==> src/rtl/tagclr_pkg.sv <==
package tagclr_pkg;

   localparam int TAG_BYTE_W = 8;

   typedef enum logic [1:0] {
      SK_IDLE  = 2'd0,
      SK_PLAIN = 2'd1,
      SK_CAP   = 2'd2,
      SK_UART  = 2'd3
   } store_kind_e;

   // Tag byte as stored ahead of granule data: tag value in bit 0.
   function automatic logic [TAG_BYTE_W-1:0] make_tag_byte(input logic tag_bit);
      return {{(TAG_BYTE_W-1){1'b0}}, tag_bit};
   endfunction

endpackage

==> src/rtl/tagclr_lane_gen.sv <==
module tagclr_lane_gen #(
   parameter int CAP_BYTES = 16,
   parameter int SIZE_W    = 2
) (
   input  logic [$clog2(CAP_BYTES)-1:0] offset,
   input  logic [SIZE_W-1:0]            size_log2,
   input  logic                         is_cap,
   input  logic [CAP_BYTES*8-1:0]       data_in,
   output logic [CAP_BYTES-1:0]         byte_en,
   output logic [CAP_BYTES*8-1:0]       data_out
);
   localparam int OFS_W    = $clog2(CAP_BYTES);
   localparam int EW       = OFS_W + 2;
   localparam int MAX_SPAN = 1 << ((1 << SIZE_W) - 1);

   initial begin
      assert (MAX_SPAN <= CAP_BYTES)
         else $error("largest plain store exceeds one granule");
   end

   logic [EW-1:0]          lo_lane;
   logic [EW-1:0]          span;
   logic [EW-1:0]          hi_lane;
   logic [CAP_BYTES*8-1:0] shifted;

   assign lo_lane = {2'b00, offset};
   assign span    = EW'(1) << size_log2;
   assign hi_lane = lo_lane + span;
   assign shifted = data_in << {offset, 3'b000};

   for (genvar i = 0; i < CAP_BYTES; i++) begin : g_lane
      assign byte_en[i] = is_cap | ((EW'(i) >= lo_lane) && (EW'(i) < hi_lane));
      assign data_out[i*8 +: 8] = is_cap ? data_in[i*8 +: 8] : shifted[i*8 +: 8];
   end

endmodule

==> src/rtl/tagclr_uart_tap.sv <==
module tagclr_uart_tap #(
   parameter int          AW        = 64,
   parameter logic [63:0] UART_ADDR = 64'h0000_0000_7F00_0000
) (
   input  logic          clk,
   input  logic          rst_n,
   input  logic          valid,
   input  logic [AW-1:0] addr,
   input  logic          is_cap,
   input  logic          is_cond,
   input  logic [7:0]    byte_in,
   output logic          hit,
   output logic [7:0]    uart_byte,
   output logic          uart_written
);
   localparam logic [AW-1:0] MATCH = AW'(UART_ADDR);

   assign hit = valid && !is_cap && !is_cond && (addr == MATCH);

   always_ff @(posedge clk) begin
      if (!rst_n) begin
         uart_byte    <= '0;
         uart_written <= 1'b0;
      end else begin
         uart_written <= hit;
         if (hit) uart_byte <= byte_in;
      end
   end

   assert_uart_strobe_R4: assert property (@(posedge clk) disable iff (!rst_n)
      hit |=> (uart_written && uart_byte == $past(byte_in)));

   assert_uart_hold_R4: assert property (@(posedge clk) disable iff (!rst_n)
      !hit |=> $stable(uart_byte));

endmodule

==> src/rtl/tagclr_tag_ctl.sv <==
module tagclr_tag_ctl
   import tagclr_pkg::*;
#(
   parameter int AW = 64
) (
   input  logic                  clk,
   input  logic                  rst_n,
   input  logic                  fire,
   input  logic                  is_cond,
   input  logic                  tag_bit,
   input  logic [AW-1:0]         gran_addr,
   input  logic                  mem_cond_ok,
   output logic                  tag_we,
   output logic [AW-1:0]         tag_addr,
   output logic [TAG_BYTE_W-1:0] tag_byte,
   output logic                  cond_done,
   output logic                  cond_ok
);
   logic                  pend;
   logic [AW-1:0]         pend_addr;
   logic [TAG_BYTE_W-1:0] pend_byte;

   always_ff @(posedge clk) begin
      if (!rst_n) begin
         pend      <= 1'b0;
         pend_addr <= '0;
         pend_byte <= '0;
         tag_we    <= 1'b0;
         tag_addr  <= '0;
         tag_byte  <= '0;
         cond_done <= 1'b0;
         cond_ok   <= 1'b0;
      end else begin
         tag_we    <= 1'b0;
         cond_done <= pend;
         pend      <= fire && is_cond;
         if (fire && is_cond) begin
            pend_addr <= gran_addr;
            pend_byte <= make_tag_byte(tag_bit);
         end
         if (pend) cond_ok <= mem_cond_ok;
         if (fire && !is_cond) begin
            tag_we   <= 1'b1;
            tag_addr <= gran_addr;
            tag_byte <= make_tag_byte(tag_bit);
         end else if (pend && mem_cond_ok) begin
            tag_we   <= 1'b1;
            tag_addr <= pend_addr;
            tag_byte <= pend_byte;
         end
      end
   end

   // Usage rule: no store accepted right after a conditional store.
   assert_cond_gap_R6: assert property (@(posedge clk) disable iff (!rst_n)
      pend |-> !fire);

   assert_cond_done_R6: assert property (@(posedge clk) disable iff (!rst_n)
      pend |=> (cond_done && cond_ok == $past(mem_cond_ok)));

   assert_fail_keeps_tag_R7: assert property (@(posedge clk) disable iff (!rst_n)
      (pend && !mem_cond_ok) |=> !tag_we);

   assert_success_tag_R7: assert property (@(posedge clk) disable iff (!rst_n)
      (pend && mem_cond_ok) |=> (tag_we && tag_addr == $past(pend_addr)));

endmodule

==> src/rtl/tagclr_store_router.sv <==
module tagclr_store_router
   import tagclr_pkg::*;
#(
   parameter int          AW        = 64,
   parameter int          CAP_BYTES = 16,
   parameter int          SIZE_W    = 2,
   parameter logic [63:0] UART_ADDR = 64'h0000_0000_7F00_0000
) (
   input  logic                   clk,
   input  logic                   rst_n,
   input  logic                   req_valid,
   input  logic [AW-1:0]          req_addr,
   input  logic [SIZE_W-1:0]      req_size,
   input  logic [CAP_BYTES*8-1:0] req_data,
   input  logic                   req_cap,
   input  logic                   req_tag,
   input  logic                   req_cond,
   output logic                   mem_we,
   output logic [AW-1:0]          mem_addr,
   output logic [CAP_BYTES-1:0]   mem_be,
   output logic [CAP_BYTES*8-1:0] mem_data,
   output logic                   mem_cond,
   input  logic                   mem_cond_ok,
   output logic                   tag_we,
   output logic [AW-1:0]          tag_addr,
   output logic [7:0]             tag_byte,
   output logic [7:0]             uart_byte,
   output logic                   uart_written,
   output logic                   cond_done,
   output logic                   cond_ok
);
   localparam int CAP_BITS = CAP_BYTES * 8;
   localparam int OFS_W    = $clog2(CAP_BYTES);

   initial begin
      assert (CAP_BYTES == 16 || CAP_BYTES == 32)
         else $error("capability size must be 16 or 32 bytes");
      assert (AW >= 32 && AW <= 64)
         else $error("address width out of range");
      assert ((UART_ADDR % CAP_BYTES) == 0)
         else $error("transmitter address must be granule aligned");
   end

   // Granule address: subtract the remainder modulo the capability size.
   logic [AW-1:0]       remainder;
   logic [AW-1:0]       gran_addr;
   logic [OFS_W-1:0]    offset;
   assign remainder = req_addr & AW'(CAP_BYTES - 1);
   assign gran_addr = req_addr - remainder;
   assign offset    = remainder[OFS_W-1:0];

   logic        uart_hit;
   logic        fire;
   store_kind_e kind;

   tagclr_uart_tap #(
      .AW(AW), .UART_ADDR(UART_ADDR)
   ) u_uart (
      .clk(clk), .rst_n(rst_n), .valid(req_valid), .addr(req_addr),
      .is_cap(req_cap), .is_cond(req_cond), .byte_in(req_data[31:24]),
      .hit(uart_hit), .uart_byte(uart_byte), .uart_written(uart_written)
   );

   always_comb begin
      if (!req_valid)   kind = SK_IDLE;
      else if (uart_hit) kind = SK_UART;
      else if (req_cap) kind = SK_CAP;
      else              kind = SK_PLAIN;
   end
   assign fire = (kind == SK_PLAIN) || (kind == SK_CAP);

   logic [CAP_BYTES-1:0] lane_be;
   logic [CAP_BITS-1:0]  lane_data;

   tagclr_lane_gen #(
      .CAP_BYTES(CAP_BYTES), .SIZE_W(SIZE_W)
   ) u_lanes (
      .offset(offset), .size_log2(req_size), .is_cap(req_cap),
      .data_in(req_data), .byte_en(lane_be), .data_out(lane_data)
   );

   always_ff @(posedge clk) begin
      if (!rst_n) begin
         mem_we   <= 1'b0;
         mem_addr <= '0;
         mem_be   <= '0;
         mem_data <= '0;
         mem_cond <= 1'b0;
      end else begin
         mem_we   <= fire;
         mem_cond <= fire && req_cond;
         if (fire) begin
            mem_addr <= gran_addr;
            mem_be   <= lane_be;
            mem_data <= lane_data;
         end
      end
   end

   tagclr_tag_ctl #(
      .AW(AW)
   ) u_tag (
      .clk(clk), .rst_n(rst_n), .fire(fire), .is_cond(req_cond),
      .tag_bit(req_cap && req_tag), .gran_addr(gran_addr),
      .mem_cond_ok(mem_cond_ok), .tag_we(tag_we), .tag_addr(tag_addr),
      .tag_byte(tag_byte), .cond_done(cond_done), .cond_ok(cond_ok)
   );

   assert_tag_with_data_R3: assert property (@(posedge clk) disable iff (!rst_n)
      (mem_we && !mem_cond) |-> (tag_we && tag_addr == mem_addr));

   assert_plain_clears_R3: assert property (@(posedge clk) disable iff (!rst_n)
      (fire && !req_cap && !req_cond) |=> (tag_we && tag_byte == 8'h00));

   assert_uart_exclusive_R4: assert property (@(posedge clk) disable iff (!rst_n)
      uart_written |-> (!mem_we && !tag_we));

   assert_cap_full_R5: assert property (@(posedge clk) disable iff (!rst_n)
      (fire && req_cap) |=> (&mem_be));

   assert_cond_no_tag_R6: assert property (@(posedge clk) disable iff (!rst_n)
      (mem_we && mem_cond) |-> !tag_we);

   assert_size_count_R8: assert property (@(posedge clk) disable iff (!rst_n)
      (fire && !req_cap) |=> ($countones(mem_be) == (1 << $past(req_size))));

   assert_natural_align_R8: assert property (@(posedge clk) disable iff (!rst_n)
      (fire && !req_cap) |-> ((32'(offset) & ((1 << req_size) - 1)) == 0));

   assert_idle_quiet_R9: assert property (@(posedge clk) disable iff (!rst_n)
      !req_valid |=> (!mem_we && !uart_written));

endmodule

==> config.mk <==
export PLATFORM = sky130hd
export DESIGN_NAME = tagclr_store_router
export DESIGN_NICKNAME = d
export VERILOG_FILES = /design/src/rtl/tagclr_pkg.sv /design/src/rtl/tagclr_lane_gen.sv /design/src/rtl/tagclr_uart_tap.sv /design/src/rtl/tagclr_tag_ctl.sv /design/src/rtl/tagclr_store_router.sv
export SDC_FILE = /design/constraint.sdc
export NUM_CORES = 1
export LEC_CHECK = 0
export ABC_AREA = 0
export BUFFER_PORTS_ARGS = -buffer_cell sky130_fd_sc_hd__buf_2
export CORE_MARGIN = 2
export CORE_UTILIZATION = 45
export CTS_BUF_LIST = sky130_fd_sc_hd__clkbuf_4 sky130_fd_sc_hd__clkbuf_8 sky130_fd_sc_hd__clkbuf_16
export CTS_CLUSTER_DIAMETER = 200
export DETAILED_ROUTE_END_ITERATION = 7
export HOLD_SLACK_MARGIN = 0.1
export PLACE_DENSITY_LB_ADDON = 0.2
export SLEW_MARGIN = 0
export SYNTH_ARGS = -nofsm -noshare
export SYNTH_HDL_FRONTEND = slang
export SYNTH_SLANG_ARGS = --single-unit
==> constraint.sdc <==
create_clock -name clk -period 2.5 [get_ports clk]
set_input_delay 0.5 -clock clk [delete_from_list [all_inputs] [get_ports clk]]
set_output_delay 0.5 -clock clk [all_outputs]
set_load 0.02 [all_outputs]
; ---- Yosys cells after proc, flatten, opt, wreduce, memory -nomap -nowiden
; Cells that the tools add are included.
[totals]
mem_bits_ro = 0
input_bits = 201
latchBits = 0
output_inout_bits = 294
elab_cells = 121
mem_bits_rw = 0
memories = 0
regBits = 352
[classes]
shift = 2
bitwise_logic = 16
reduce_logical = 27
mux = 25
add_sub_neg = 2
n_div = 0
n_lt_le_gt_ge = 32
multipliers = 0
eq_ne = 3
[op_table]
columns = operator, count
row1 = $mux 64, 2
row2 = $mux 8, 16
row3 = $shl 128x7->128, 1
row4 = $eq 64x31->1 const B, 1
row5 = $sub 64x4->64, 1
row6 = $lt 4x6->1 const A, 8
row7 = $ge 4x4->1 const A, 8
row8 = $lt 3x6->1 const A, 4
row9 = $logic_and 1x1->1, 23
row10 = $ge 3x4->1 const A, 4
row11 = $or 1x1->1, 16
row12 = $lt 1x6->1 const A, 2
row13 = $lt 2x6->1 const A, 2
row14 = $ge 1x4->1 const A, 2
row15 = $ge 2x4->1 const A, 2
row16 = $add 4x6->6, 1
row17 = $mux 2, 3
row18 = $shl 1x2->6 const A, 1
row19 = $mux 1, 4
row20 = $eq 2x1->1 const B, 1
row21 = $eq 2x2->1 const B, 1
row22 = $logic_not 1->1, 2
row23 = $reduce_bool 2->1, 1
row24 = $logic_or 1x1->1, 1

; ---- Depth between registers and ports, before layout
[depth]
ltp_word = 10
mapped_depth = 9
mapped_depth_nobuf = 8

; ---- Modules after synthesis
; From an unflattened synthesis, not the netlist that was laid out.
[unflattened]
hier_cells = 2593
area_unflattened_um2 = 21260.4
[by_module_without_submodules]
columns = module, area_per_inst_um2, cells_per_inst, seq_area_each_um2, n_inst
row1 = tagclr_store_router, 8484.4, 954, 4124.0, 1
row2 = tagclr_lane_gen, 6744.0, 904, 0.0, 1
row3 = tagclr_tag_ctl, 5510.3, 673, 2682.6, 1
row4 = tagclr_uart_tap, 521.8, 62, 180.2, 1

; ---- Worst setup path before layout
; No wires, ideal clock.
[synth_timing]
path_type = in2reg
from = input port req_size[1]
to = register mem_be[2]
path_buffers = 1
stages = 9
path_slack_ns = 0.118
t_arrival_ns = 2.311
setup_ns = 0.072
t_required_ns = 2.428
path_cell_list = nor2_1 -> ha_1 -> fa_1 -> clkbuf_1 -> nor4bb_1 -> a22o_1 -> a2111oi_0 -> o21ai_0 -> mux2i_1
[synth_between]
elab_chain_len = 5
[synth_rtl]
columns = element, line_no
row1 = from (decl), tagclr_store_router.sv:13  ; input logic [SIZE_W-1:0] req_size,
row2 = $shl 1x2->6, tagclr_lane_gen.sv:27  ; assign span = EW'(1) << size_log2;
row3 = $add 4x6->6, tagclr_lane_gen.sv:28  ; assign hi_lane = lo_lane + span;
row4 = $lt 2x6->1, tagclr_lane_gen.sv:32  ; assign byte_en[i] = is_cap | ((EW'(i) >= lo_lane) && (EW'(i) < hi_lane));
row5 = $logic_and 1x1->1, tagclr_lane_gen.sv:32
row6 = $or 1x1->1, tagclr_lane_gen.sv:32
row7 = to (signal assigned), tagclr_store_router.sv:94  ; mem_be <= lane_be;
row8 = to (decl), tagclr_store_router.sv:20  ; output logic [CAP_BYTES-1:0] mem_be,
; Every way passes these cells.
; A chain may end at the register's enable or synchronous reset.

; ---- Worst setup path after layout
[layout_timing]
from = input port req_addr[56]
to = register mem_data[19]
[layout_between]
elab_chain_len = 6
elab_cells_between_ends = 7
cone_classes = eq/ne (3) / mux (2) / reduce/logical (2)
[layout_rtl]
columns = element, line_no
row1 = from (decl), tagclr_store_router.sv:12  ; input logic [AW-1:0] req_addr,
row2 = $eq 64x31->1 *, tagclr_uart_tap.sv:18  ; assign hit = valid && !is_cap && !is_cond && (addr == MATCH);
row3 = $logic_and 1x1->1 *, tagclr_uart_tap.sv:18
row4 = $mux 2 *, tagclr_store_router.sv:66  ; else if (uart_hit) kind = SK_UART;
row5 = $mux 2 *, tagclr_store_router.sv:65  ; if (!req_valid) kind = SK_IDLE;
row6 = $eq 2x1->1 / $eq 2x2->1 (equally long branches), tagclr_store_router.sv:70  ; assign fire = (kind == SK_PLAIN) || (kind == SK_CAP);
row7 = $logic_or 1x1->1 *, tagclr_store_router.sv:70
row8 = to (signal assigned), tagclr_store_router.sv:95  ; mem_data <= lane_data;
row9 = to (decl), tagclr_store_router.sv:21  ; output logic [CAP_BYTES*8-1:0] mem_data,
; Every way passes the cells marked *; elsewhere a longest branch is shown, timed or not.

==> impl_metrics.ini <==
[detailed_routing]
vias = 23000
wl_met2_um = 42100
met1_length_um = 40900
firstDrtPassIters = 6
dr.first_iter.drc_count = 2568
wl_met3_um = 11700
routedWlPerCell_um = 27.2
antenna_left = 0
drcViolationCount = 0
totalWireLength_um = 100000
top_layer = met5
vias_per_cell = 6.25

[synthesis]
synth_compound_area_frac = 0.155
synth_xor_area_frac = 0.000419
yosys_register_bits = 340
synth-simple-area-share = 0.165
syn_area_per_cell_um2 = 8.78
netlist_area_um2 = 20900
synth-seq-area-share = 0.326
synth_top_family_by_area = multiplexers
synth.distinct_cells = 76
ys_warn_count = 0
synthAdderAreaFrac = 0.00335
postSynthCellCount = 2381
ys.flop_type = dfxtp_1
synth_edf_count = 0
yosys-mux-area-fraction = 0.291
async_flop_share = 0

[floorplan]
ios = 495
die_h_um = 220
dieArea_um2 = 48200
die_w_um = 220
rows = 78
core_area_um2 = 45600
start_util = 0.459

[clocking]
post_cts_buffers = 0
cts_htree_levels = 2
cts.repair.resized = 0
clockBufferDepth = 3
cts_tree = built
clkSlewWorstSetupHoldPaths_ns = 0.06
cts_buffers = 39
clkSinkCount = 340
clk_latency_ns = 0.57
cts-root-buf = clkbuf_16
ctsHoldBuffers = 0

[setup_path]
path_max_fanout = 16
start_kind = primary input
critPathKind = in2reg
rr_startpoint = u_tag.pend
arrival_ns = 2.88
end_kind = flop
crit_start = req_addr[56]
crit_required_ns = 2.98

[cells_and_area]
nets = 3252
area_growth_pct = 32.1
final_cell_mix = 581 x nand2_1, 474 x buf_2, 340 x dfxtp_1, 335 x buf_4, 317 x mux2i_1
final_common_cell = nand2_1
utilization = 0.606
drive_gt1_frac = 0.372
n_fill_cell = 4089
design_area_um2 = 27600

[power]
power_switching_mw = 5.11
pwr-share-seq = 0.371
combPwrFrac = 0.259
p_leak_nw = 12.8
p_per_area_nw_per_um2 = 580
clkPwrFrac = 0.370
p_int_mw = 10.9
peakVddDrop_mv = 0.524
p_sw_frac = 0.319

[sta]
fmax_ghz = 0.418
fin_tns_setup_ns = 0
hold_viol_final = 0
setup_viol_count_final = 0
rsz0062_at_grt = no
fin_skew_ns = 0.0113
slew_headroom = 0.547
worst_slew_pin_slew_ns = 0.671
worst_slack_ns = 0.108
finalMaxSlewViolations = 0
period_minus_slack_ns = 2.39
finalCritPeriodShare = 0.957

[global_routing]
globalRouteOverflowTotal = 0
grt_max_degree = 124
grt_usage = 0.401
grt_pass1_wl_um = 143000
first_global_vias = 21800
grt_antenna_before_repair = 11

[min_path]
hold_path_class = in2reg
worstHoldStart = req_addr[28]

[outcome]
status = finished clean

[placement]
portBuffers = 479
gp_congestion = 1.01
dp_slack_ns = -0.533
place_hpwl_um = 76400
placed_area_um2 = 26300

[flow_run]
maxCapViolations = 0
[flip-flops by register name (all words and copies together) (netlist names)]
name,flops
mem_we,1
mem_data,128
u_tag.tag_addr,60
u_uart.uart_byte,8
u_tag.tag_we,1
mem_addr,60
u_tag.pend_addr,60
u_tag.cond_ok,1
u_tag.cond_done,1
u_tag.tag_byte,1
u_uart.uart_written,1
mem_be,16
u_tag.pend,1
u_tag.pend_byte,1
[layout make-up]
type	count	area, um^2	area share
multi-input combinational	1795	13000	0.470
sequential	340	6810	0.247
timing repair buffer	849	5670	0.205
clock buffer	61	1180	0.0429
tap	600	751	0.0272
clock inverter	9	133	0.00481
inverter	21	78.8	0.00286
antenna	9	22.5	0.000816
[per-layer routing]
layer | vias up | global-route usage
met3 | 308 | 0.112
met4 | 4 | 0.193
met5 | - | 0
li1 | 10000 | -
met1 | 11200 | 0.549
met2 | 1525 | 0.579
[cells in the mapped netlist, types with 19 or more instances]
| master | instances | area share |
|---|---|---|
| nor2_1 | 31 | 0.0056 |
| o21ai_0 | 68 | 0.016 |
| nor4_1 | 24 | 0.0072 |
| nand2_1 | 583 | 0.10 |
| a22oi_1 | 48 | 0.017 |
| nor3_1 | 19 | 0.0046 |
| a221oi_1 | 23 | 0.0096 |
| a21oi_1 | 112 | 0.027 |
| clkbuf_1 | 146 | 0.026 |
| o221ai_1 | 26 | 0.011 |
| mux2_2 | 128 | 0.069 |
| o211ai_1 | 50 | 0.018 |
| mux4_2 | 65 | 0.070 |
| dfxtp_1 | 340 | 0.33 |
| buf_2 | 36 | 0.0086 |
| buf_4 | 27 | 0.0097 |
| mux2i_1 | 317 | 0.15 |
| nand3_1 | 41 | 0.0098 |
[final timing paths]
| kind | depth (start not counted) | end | slack, ns |
|---|---|---|---|
| worst max-delay path | 9 | mem_data[19] | 0.11 |
| worst min-delay path | 3 | u_tag.pend_addr[28] | 0.21 |
| worst max register to register | 5 | u_tag.tag_addr[12] | 0.89 |
| worst min register to register | 2 | u_tag.pend_addr[63] | 0.45 |
[cell families after synthesis]
family,after synthesis
AOI/OAI and AO/OA,470
and+or+nand+nor,794
buffers and inverters,260
adders and majority gates,5
xor gates and xnor gates,1
DFF,340
other,1
muxes,510
[worst max-delay path, stage by stage]
cell,delay (ns)
buf_2,0.13
nor4_1,0.56
buf_4,0.23
nand4_1,0.10
or3_1,0.49
o21ai_4,0.24
buf_12,0.20
buf_12,0.19
mux2i_1,0.22
[power groups by stage]
stage	Sequential (mW)	Clock [mW]	Combinational, mW
5_1_grt	5.97	6.19	4.32
6_report	5.95	5.92	4.14
3_5_place_dp	6.05	0	4.02
2_1_floorplan	6.34	0	1.83
3_3_place_gp	6.05	0	3.99
4_1_cts	5.94	5.98	4.03
[stage by stage]
step                      cells  hold WS, ns  power (mW)
final                      3684        0.205        16.0
after global placement     3605        0.439        10.0
after floorplan            2395        0.434        8.16
after CTS                  3675        0.189        16.0
after global routing       3683        0.202        16.5
after detailed placement   3605        0.445        10.1
No activity file was read; power rests on OpenSTA's default activity.
